===== src/rtl/prober_pkg.sv =====
package prober_pkg;

  typedef enum logic [1:0] {
    ST_IDLE  = 2'd0,
    ST_PROBE = 2'd1,
    ST_READY = 2'd2
  } probeState_e;

  typedef struct packed {
    logic clearAll;
    logic runFrame;
    logic countEn;
  } probeStrobe_t;

endpackage


===== src/rtl/vin_probe_datapath.sv =====
module vin_probe_datapath #(
  parameter int PROBE_PERIOD = 5000,
  parameter int PROBE_WIDTH  = 50,
  parameter int EDGE_TARGET  = 4,
  parameter int SYNC_DEPTH   = 2
) (
  input  logic                    clk,
  input  logic                    rstN,
  input  logic                    cmpAbove,
  input  prober_pkg::probeStrobe_t strobe,
  output logic                    inPulse,
  output logic                    finalEdge
);

  localparam int PW = (PROBE_PERIOD > 2) ? $clog2(PROBE_PERIOD) : 1;
  localparam int CW = $clog2(EDGE_TARGET + 1);
  localparam logic [PW-1:0] FRAME_LAST = PW'(PROBE_PERIOD - 1);
  localparam logic [PW-1:0] HIGH_LEN   = PW'(PROBE_WIDTH);
  localparam logic [CW-1:0] CNT_LAST   = CW'(EDGE_TARGET - 1);
  localparam logic [CW-1:0] CNT_FULL   = CW'(EDGE_TARGET);

  logic [SYNC_DEPTH-1:0] syncQ;
  logic                  histQ;
  logic                  edgeSeen;
  logic [PW-1:0]         phaseQ;
  logic [CW-1:0]         edgeCnt;

  // synchronizer stages
  for (genvar i = 0; i < SYNC_DEPTH; i++) begin : g_sync
    if (i == 0) begin : g_first
      always_ff @(posedge clk or negedge rstN) begin
        if (!rstN) syncQ[0] <= 1'b0;
        else       syncQ[0] <= cmpAbove;
      end
    end else begin : g_next
      always_ff @(posedge clk or negedge rstN) begin
        if (!rstN) syncQ[i] <= 1'b0;
        else       syncQ[i] <= syncQ[i-1];
      end
    end
  end

  always_ff @(posedge clk or negedge rstN) begin
    if (!rstN) histQ <= 1'b0;
    else       histQ <= syncQ[SYNC_DEPTH-1];
  end

  assign edgeSeen = syncQ[SYNC_DEPTH-1] ^ histQ;

  // frame phase counter
  always_ff @(posedge clk or negedge rstN) begin
    if (!rstN) begin
      phaseQ <= '0;
    end else if (strobe.clearAll) begin
      phaseQ <= '0;
    end else if (strobe.runFrame) begin
      if (phaseQ == FRAME_LAST) phaseQ <= '0;
      else                      phaseQ <= phaseQ + 1'b1;
    end
  end

  assign inPulse = (phaseQ < HIGH_LEN);

  // saturating edge counter
  always_ff @(posedge clk or negedge rstN) begin
    if (!rstN) begin
      edgeCnt <= '0;
    end else if (strobe.clearAll) begin
      edgeCnt <= '0;
    end else if (strobe.countEn && edgeSeen && (edgeCnt != CNT_FULL)) begin
      edgeCnt <= edgeCnt + 1'b1;
    end
  end

  assign finalEdge = strobe.countEn && edgeSeen && (edgeCnt == CNT_LAST);

endmodule


===== src/rtl/vin_probe_ctrl.sv =====
module vin_probe_ctrl (
  input  logic                     clk,
  input  logic                     rstN,
  input  logic                     porOk,
  input  logic                     enable,
  input  logic                     inPulse,
  input  logic                     finalEdge,
  output prober_pkg::probeStrobe_t strobe,
  output logic                     probeGate,
  output logic                     vinReady
);
  import prober_pkg::*;

  probeState_e stateQ, stateNext;
  logic        active;

  assign active = porOk & enable;

  always_comb begin
    stateNext = stateQ;
    if (!active) begin
      stateNext = ST_IDLE;
    end else begin
      unique case (stateQ)
        ST_IDLE:  stateNext = ST_PROBE;
        ST_PROBE: if (finalEdge) stateNext = ST_READY;
        ST_READY: stateNext = ST_READY;
        default:  stateNext = ST_IDLE;
      endcase
    end
  end

  always_ff @(posedge clk or negedge rstN) begin
    if (!rstN) stateQ <= ST_IDLE;
    else       stateQ <= stateNext;
  end

  always_comb begin
    strobe          = '0;
    strobe.clearAll = (stateQ == ST_IDLE);
    strobe.runFrame = (stateQ == ST_PROBE) && active;
    strobe.countEn  = (stateQ == ST_PROBE) && active;
  end

  assign probeGate = strobe.runFrame && inPulse;
  assign vinReady  = (stateQ == ST_READY) && active;

endmodule


===== src/rtl/vin_sense_prober.sv =====
module vin_sense_prober #(
  parameter int PROBE_PERIOD = 5000,
  parameter int PROBE_WIDTH  = 50,
  parameter int EDGE_TARGET  = 4,
  parameter int SYNC_DEPTH   = 2
) (
  input  logic clk,
  input  logic rstN,
  input  logic porOk,
  input  logic enable,
  input  logic cmpAbove,
  output logic probeGate,
  output logic vinReady
);

  prober_pkg::probeStrobe_t strobe;
  logic inPulse;
  logic finalEdge;

  vin_probe_ctrl u_ctrl (
    .clk       (clk),
    .rstN      (rstN),
    .porOk     (porOk),
    .enable    (enable),
    .inPulse   (inPulse),
    .finalEdge (finalEdge),
    .strobe    (strobe),
    .probeGate (probeGate),
    .vinReady  (vinReady)
  );

  vin_probe_datapath #(
    .PROBE_PERIOD (PROBE_PERIOD),
    .PROBE_WIDTH  (PROBE_WIDTH),
    .EDGE_TARGET  (EDGE_TARGET),
    .SYNC_DEPTH   (SYNC_DEPTH)
  ) u_dp (
    .clk       (clk),
    .rstN      (rstN),
    .cmpAbove  (cmpAbove),
    .strobe    (strobe),
    .inPulse   (inPulse),
    .finalEdge (finalEdge)
  );

endmodule


===== config.mk =====
export PLATFORM = sky130hd
export DESIGN_NAME = vin_sense_prober
export DESIGN_NICKNAME = d
export VERILOG_FILES = /design/src/rtl/prober_pkg.sv /design/src/rtl/vin_probe_datapath.sv /design/src/rtl/vin_probe_ctrl.sv /design/src/rtl/vin_sense_prober.sv
export SDC_FILE = /design/constraint.sdc
export NUM_CORES = 1
export LEC_CHECK = 0
export ABC_AREA = 1
export BUFFER_PORTS_ARGS = -buffer_cell sky130_fd_sc_hd__buf_2
export CORE_ASPECT_RATIO = 1.2
export CORE_MARGIN = 3
export CORE_UTILIZATION = 34
export CTS_CLUSTER_SIZE = 8
export DETAILED_ROUTE_END_ITERATION = 10
export GPL_TIMING_DRIVEN = 0
export PLACE_DENSITY = 0.56
export SETUP_SLACK_MARGIN = 0.5
export SLEW_MARGIN = 20
export SYNTH_ARGS = -nofsm -noshare
export SYNTH_HDL_FRONTEND = slang
export SYNTH_SLANG_ARGS = --single-unit

===== constraint.sdc =====
create_clock -name clk -period 2.3 [get_ports clk]
set_input_delay 0 -clock clk [delete_from_list [all_inputs] [get_ports clk]]
set_output_delay 0 -clock clk [all_outputs]
set_load 0.01 [all_outputs]

Word-level counts from Yosys, hierarchy flattened --
Cells that the tools add are included.
Storage, ports and cells: register bits after elaboration 21, bits in latches 0, RAM bits 0, bits in read-only memories 0, output and inout port bits 2, memories 0
Operators by class: $add $sub $neg 2, multipliers 0, divide/modulo/power cells 0, order comparisons 1, equality and inequality tests 6, shifts and indexed selects 0, multiplexer cells 8, bitwise logic cells 2, reduce and logical (&&, ||, !) cells 9
Operator list (count):
- $mux W13 | 3
- $add A13 B1 Y13 const B | 1
- $eq A13 B13 Y1 const B | 1
- $lt A13 B6 Y1 const B | 1
- $logic_and A1 B1 Y1 | 6
- $mux W3 | 2
- $ne A3 B3 Y1 const B | 2
- $pmux W2 S3 | 1
- $mux W2 | 2
- $reduce_bool A2 Y1 | 2
- $add A3 B1 Y3 const B | 1
- $eq A3 B2 Y1 const B | 1
- $eq A2 B1 Y1 const B | 1
- $eq A2 B2 Y1 const B | 1
- $logic_not A2 Y1 | 1
- $and A1 B1 Y1 | 1
- $xor A1 B1 Y1 | 1

Logic depth before layout (Yosys ltp) --
Gate-level depths: netlist of the first run.
depth after elaboration 7, mapped depth 8

Modules after synthesis --
Synthesis of the first run repeated with hierarchy kept, for this count alone.
Second synthesis, totals: cells, all modules 179, area, all modules 1343.8 sq um
By module, submodules not included:
- vin_probe_datapath | times used 1, cells each 153, area each 1149.9 sq um, sequential area each 475.5 sq um
- vin_probe_ctrl | times used 1, cells each 26, area each 193.9 sq um, sequential area each 50.0 sq um

Least setup slack after synthesis of the first run --
Ideal clock, no wire load.
path type register to register, start register u_ctrl.stateQ[0], end register u_dp.phaseQ[5], library setup time 0.122 ns, arrival time 1.274 ns, data required time 2.178 ns, path slack 0.904 ns, cell stages (with the launch flop) 9, buffers on the path 1, period minus slack after synthesis 1.396 ns, path through dfrtp_1 > inv_1 > ha_1 > inv_1 > nand2_2 > buf_6 > nand2_1 > xor2_1 > nor2_1
Between the ends: cells in the longest elaborated chain, start to end 3, elaborated cells between the ends (all ways) 5, those cells by class eq/ne: 1; mux: 1; reduce/logical: 3
Ends and longest elaborated chain:
- from (decl) | RTL line vin_probe_ctrl.sv:14 | probeState_e stateQ, stateNext;
- from (signal assigned) | RTL line vin_probe_ctrl.sv:35 | else stateQ <= stateNext;
- $eq A2 B1 Y1 | RTL line vin_probe_ctrl.sv:41 | strobe.runFrame = (stateQ == ST_PROBE) && active;
- $logic_and A1 B1 Y1 | RTL line vin_probe_ctrl.sv:41
- $reduce_bool A2 Y1 (no source line)
- to (signal assigned) | RTL line vin_probe_datapath.sv:58 | else phaseQ <= phaseQ + 1'b1;
- to (decl) | RTL line vin_probe_datapath.sv:25 | logic [PW-1:0] phaseQ;
Parallel ways exist; a longest one is shown, timed or not. A chain may end at the register's enable or synchronous reset.

Worst setup path in the final report of the first run --
start register u_ctrl.stateQ[0], end register u_dp.phaseQ[3]
The elaborated chain is that of the path after synthesis.

==> impl_metrics.toml, run 1 <==
[status]
outcome = "finished clean"

[floorplanning]
start_util_pct = 36.5
die_area_um2 = 4480
rows = 23
io-pin-count = 7
die-width_um = 61.6
fp.dieH_um = 72.7
coreArea_um2 = 3450

[synth]
netlist_area_um2 = 1260
synthAdderAreaFrac_pct = 6.94
synth_top_area_share_pct = 41.7
synth_common_cells = "nand2_1, dfrtp_1, inv_1, nor2_1, nand3_1"
ys_seq_elements = 21
netlist_instances = 160
synthArstFlopShare_pct = 100
ys_warn_count = 0
synth_ff_type = "dfrtp_1"
yosysMostFrequentCell = "nand2_1"
synth-xor-area-share_pct = 2.78
synth_top_family_by_area = "simple AND/OR/NAND/NOR gates"
yosys.area.top_type = "dfrtp_1"
synth_edf_count = 0
syn_nets = 172
synth_compound_area_share_pct = 10.1
yosys.area_share.simple_pct = 31.6
ys_seq_area_share_pct = 41.7
synth_mux_area_share_pct = 0
ys_types = 25
synth_top_cells_by_area = "dfrtp_1, nand2_1, ha_1"
avgSynthCellArea_um2 = 7.88

[placement]
dp.cells = 203
numPortBuffers = 6
dp_hpwl_mm = 1.92
gp_congestion = 0.859

[critical_path]
crit_path_max_fanout = 10
critical_path_buf_inv_count = 3
path_delay_family = "buffers and inverters"
r2r-end = "u_dp.phaseQ[3]"
reg2reg_slack_ns = 0.68
path_class = "flip-flop to flip-flop"
cpMostUsedCell = "inv_1"
worst_path_max_delay_cell = "dfrtp_1"
start_kind = "flip-flop"
end_kind = "flip-flop"
crit-reg2reg-launch = "u_ctrl.stateQ[0]"
cp.required_ns = 2.45
crit_chain = "inv_1, ha_1, inv_1, nand2_2, buf_6, nand2_1, xor2_1, nor2_1"
slowest_delay_ns = 0.37
reg2reg_depth = 8
worstPathArrival_ns = 1.77

[sta]
final_hold_viol_count = 0
fmax_ghz = 0.618
fin_crit_ns = 1.62
drv_slew = 0
rsz0062_at_grt = "no"
setup_tns_ns = 0
finalCritPeriodShare_pct = 70.4
clock_skew_ns = 0.00876
worst_pin_slew_ns = 0.486
slew_headroom_pct = 67.6
setup_viol = 0

[global_routing]
grt_first_pass_wirelength_mm = 4.55
antenna_found_initial = 0
grt_start_max_net_pins = 22
grtUsageTotal_pct = 13.4
grt_pass1_vias = 1002
grt_overflow = 0

[clock_network]
cts.sinks = 21
cts_tree = "yes"
htreeDepth = 1
clk_latency_ns = 0.27
cts_buffers = 3
clockBufferDepth = 2
cts.clk_slew.worst_paths_ns = 0.09
clockRootBuffer = "clkbuf_8"
post_cts_resized = 0

[worst_hold_path]
hold_depth = 5
min_to = "u_ctrl.stateQ[0]"
hold_class = "input port to flip-flop"
worstHoldStart = "enable"

[finish]
antennaDiodeCount = 0
final_nets = 185
stdcell_count = 209
layout-drive-gt1-share_pct = 15.1
syn2layout_area_growth_pct = 11.3
multi_input_area_um2 = 649
nFillCells = 356
seq_area_um2 = 526

[power]
peakVddDrop_v = 0.000308
p_leak_nw = 0.605
pwr_density_cell_nw_per_um2 = 504

[drt]
routed_wl_mm = 2.58
drtPass1Iterations = 4
wire_per_inst_um = 12.3
routed_via_density = 5.02
drtAntennaViolNets = 0
drt_iter0_drc = 45
drc = 0
vias = 1050

[flow_run]
maxCapViolations = 0
==> worst max-delay path by stage <==
stage	start	to	depth (start not counted)
after global routing	u_ctrl.stateQ[0]	u_dp.phaseQ[5]	8
after floorplan	u_ctrl.stateQ[0]	u_dp.phaseQ[5]	8
after CTS	u_ctrl.stateQ[0]	u_dp.phaseQ[3]	8
final	u_ctrl.stateQ[0]	u_dp.phaseQ[3]	8
after detailed placement	u_ctrl.stateQ[0]	u_dp.phaseQ[3]	8
after global placement	u_ctrl.stateQ[0]	u_dp.phaseQ[4]	8
==> what timing repair did <==
item,4_1_cts,5_1_grt
hold buffers,2,0
setup endpoints to repair,0,0
buffers inserted,0,0
hold endpoints to repair,22,0
==> cells by family after synthesis <==
| logic type | after synthesis |
|---|---|
| and+or+nand+nor | 87 |
| buffers and inverters | 21 |
| DFF | 21 |
| AOI/OAI and AO/OA | 20 |
| adders and majority gates | 7 |
| xor gates and xnor gates | 4 |
==> metal layers <==
layer  vias up  share of wire [%]  global-route usage [%]
met5         -                  0                       0
met4         0                1.9                    5.90
met3         5                2.1                    2.12
met2        12                 49                    22.4
met1       488                 47                    16.6
li1        545                  -                       -
==> cell usage in the layout, fill, tap and decap left out, drive strengths merged <==
| cell type | instances |
|---|---|
| nand2 | 42 |
| dfrtp | 21 |
| nor2 | 21 |
| inv | 20 |
| nand3 | 15 |
| o21ai | 12 |
| ha | 7 |
| buf | 7 |
| nand4 | 5 |
| a21oi | 4 |
| xor2 | 4 |
| clkbuf | 3 |
| nor3 | 3 |
| o21bai | 2 |
| dlygate4sd3 | 2 |
| nor4 | 1 |
| o22ai | 1 |
| a21o | 1 |
| clkinv | 1 |
==> through the flow <==
| stage | area, um^2 | setup slack [ns] | power, mW | utilization (%) | hold WS [ns] |
|---|---|---|---|---|---|
| 2_1_floorplan | 1260 | 0.904 | 0.437 | - | -0.296 |
| 5_1_grt | 1400 | 0.553 | 0.746 | 40.7 | 0.161 |
| 3_3_place_gp | 1340 | 0.755 | 0.461 | 38.7 | -0.0126 |
| 6_report | 1400 | 0.682 | 0.708 | 40.7 | 0.119 |
| 4_1_cts | 1400 | 0.689 | 0.716 | 40.7 | 0.124 |
| 3_5_place_dp | 1340 | 0.713 | 0.463 | 38.7 | -0.00411 |
==> sequential cells by signal, summed over array words and instances, names as in the netlist <==
| register | flops |
|---|---|
| u_ctrl.stateQ | 2 |
| u_dp.edgeCnt | 3 |
| u_dp.histQ | 1 |
| u_dp.phaseQ | 13 |
| u_dp.syncQ | 2 |
==> worst reg2reg max path, stage by stage (launching register included) <==
cell	delay, ns
dfrtp_1	0.37
inv_1	0.08
ha_1	0.24
inv_1	0.24
nand2_2	0.12
buf_6	0.15
nand2_1	0.07
xor2_1	0.17
nor2_1	0.05
==> power by group <==
part,switching (mW),total [mW],internal (mW)
sequential,0.00521,0.384,0.378
combinational,0.0484,0.0725,0.0242
clock,0.131,0.252,0.121
total,0.184,0.708,0.523
==> layout make-up <==
class,count,share of cell area [%]
multi-input combinational,118,46.3
sequential,21,37.4
inverter,20,5.35
timing repair buffer,8,3.57
tap,37,3.30
clock buffer,3,2.94
buffer,1,0.802
clock inverter,1,0.357
(Power assumes the default switching activity.)
==> inputs of run 2 (changes only) <==
--- a/config.mk
+++ b/config.mk
@@ -13,7 +13,7 @@
 export CTS_CLUSTER_SIZE = 8
 export DETAILED_ROUTE_END_ITERATION = 10
 export GPL_TIMING_DRIVEN = 0
-export PLACE_DENSITY = 0.56
+export PLACE_DENSITY = 0.58
 export SETUP_SLACK_MARGIN = 0.5
 export SLEW_MARGIN = 20
 export SYNTH_ARGS = -nofsm -noshare
==> constraint.sdc (replaced) <==
create_clock -name clk -period 1.4 [get_ports clk]
set_input_delay 0 -clock clk [delete_from_list [all_inputs] [get_ports clk]]
set_output_delay 0 -clock clk [all_outputs]
set_load 0.01 [all_outputs]
==> run 2 against run 1 <==
Net effect:
- global-route usage rose by 0.68 points
- setup slack got worse by 0.64 ns
- worst hold slack improved by 0.0023 ns
- count of clock-buffer cells in the layout unchanged
- register-to-register slack worse by 0.63 ns
- via count grew 6.5%
- combinational power increased to 2.6 times the previous value
- non-clock buffer count up 12
- clock power is 63% higher
- power grew 74%
- critical endpoint is now probeGate
- largest cell class unchanged
==> impl_metrics.toml, run 2 (synthesis gave the netlist of run 1 again) <==
[power]
total_power_mw = 1.23
pwr_density_cell_nw_per_um2 = 723
peakVddDrop_v = 0.000363
p_leak_nw = 0.709

[clock_network]
cts_buffers = 3
clk_latency_ns = 0.27
cts.clk_slew.worst_paths_ns = 0.08
cts.sinks = 21
clockBufferDepth = 2
cts_tree = "yes"
clockRootBuffer = "clkbuf_8"
htreeDepth = 1

[sta]
fin_crit_ns = 1.36
slew_headroom_pct = 68.7
finalCritPeriodShare_pct = 97.0
final_hold_viol_count = 0
fmax_ghz = 0.736
setup_viol = 0
clock_skew_ns = 0.00557
drv_slew = 0
rsz0062_at_grt = "yes"
worst_pin_slew_ns = 0.469
setup_ws_ns = 0.0418

[floorplanning]
coreArea_um2 = 3450
die-width_um = 61.6
start_util_pct = 36.5
fp.dieH_um = 72.7
die_area_um2 = 4480
io-pin-count = 7
rows = 23

[global_routing]
grt_overflow = 0
grt_pass1_vias = 1030
antenna_found_initial = 0
grt_start_max_net_pins = 22
grtUsageTotal_pct = 14.1
grt_first_pass_wirelength_mm = 4.71

[finish]
final_area_um2 = 1710
layout_common_cells = "nand2_1, dfrtp_1, nor2_1, inv_1, nand3_1"
antennaDiodeCount = 0
layout-drive-gt1-share_pct = 40.2
largest_reg_flops = 13
syn2layout_area_growth_pct = 35.3
top_regs = "u_dp.phaseQ: 13 flops, u_dp.edgeCnt: 3 flops"
top_register = "u_dp.phaseQ"
final_nets = 197
final_common_cell = "nand2_1"

[placement]
dp_hpwl_mm = 1.95
gp_congestion = 0.859
dp_slack_ns = 0.0294
numPortBuffers = 6
dpl_cell_area_um2 = 1410

[drt]
routed_wl_mm = 2.88
wire_per_inst_um = 13.0
drtAntennaViolNets = 0
routed_via_density = 5.06
vias = 1118
drtPass1Iterations = 4
drt_iter0_drc = 60
drc = 0

[flow_run]
maxCapViolations = 0

[critical_path]
worstPathArrival_ns = 1.36
startpoint = "u_ctrl.stateQ[1]"
crit-reg2reg-launch = "u_ctrl.stateQ[0]"
path_class = "flip-flop to output port"
start_kind = "flip-flop"
crit_path_max_fanout = 4
end_kind = "output port"
cp.required_ns = 1.40

[worst_hold_path]
hold_class = "input port to flip-flop"
worstHoldStart = "enable"

[status]
outcome = "finished clean"
-- run 2: metal layers --
metal	part of all wire [%]	track usage [%]	wire length, um	vias to the layer above
li1	-	-	-	571
met1	45	18.3	1290	524
met2	50	21.7	1440	16
met3	2.9	2.83	83	7
met4	2.7	7.31	78	0
met5	0	0	0	-
-- run 2: layout make-up --
type	instances	area (um^2)
buffer	1	15.0
fill	313	1750
tap	37	46.3
sequential	21	534
multi-input combinational	118	822
clock buffer	3	41.3
inverter	20	82.6
clock inverter	1	5.00
timing repair buffer	20	160
-- run 2: where the power goes --
group	switching [mW]	leakage, nW	internal [mW]
clock network	0.212	0.0255	0.199
registers	0.0110	0.273	0.621
logic	0.109	0.411	0.0822
total	0.332	0.709	0.902
-- run 2: path summary, 6_finish.rpt --
| path | endpoint | slack, ns | cells past startpoint |
|---|---|---|---|
| max | probeGate | 0.04 | 7 |
| min | u_ctrl.stateQ[0] | 0.12 | 5 |
| max reg2reg | u_dp.phaseQ[5] | 0.05 | 8 |
| min reg2reg | u_dp.syncQ[1] | 0.36 | 0 |
| max in group asynchronous | u_dp.phaseQ[3] | 0.83 | 2 |
| min in group asynchronous | u_dp.phaseQ[1] | 0.21 | 2 |
-- run 2: what timing repair did --
action,4_1_cts,5_1_grt
pin swaps,8,9
endpoints found under the hold margin,22,0
hold buffers,2,0
resized for setup,23,19
setup buffers,7,5
endpoints found under the setup margin,20,20
-- run 2: metrics by stage --
stage / cells / TNS [ns] / util, % / hold slack (ns)
2_1_floorplan: 160 / 0 / - / -0.296
3_3_place_gp: 203 / 0 / 40.8 / -0.00980
3_5_place_dp: 203 / 0 / 40.8 / -0.0126
4_1_cts: 216 / 0 / 46.4 / 0.132
5_1_grt: 221 / -0.126 / 49.4 / 0.162
6_report: 221 / 0 / 49.4 / 0.121
-- run 2: critical path: stages, from the launching register on --
cell	delay [ns]
dfrtp_1	0.40
inv_2	0.11
ha_4	0.15
nand2_4	0.07
inv_4	0.07
nand3_2	0.08
nor2_2	0.08
buf_2	0.13
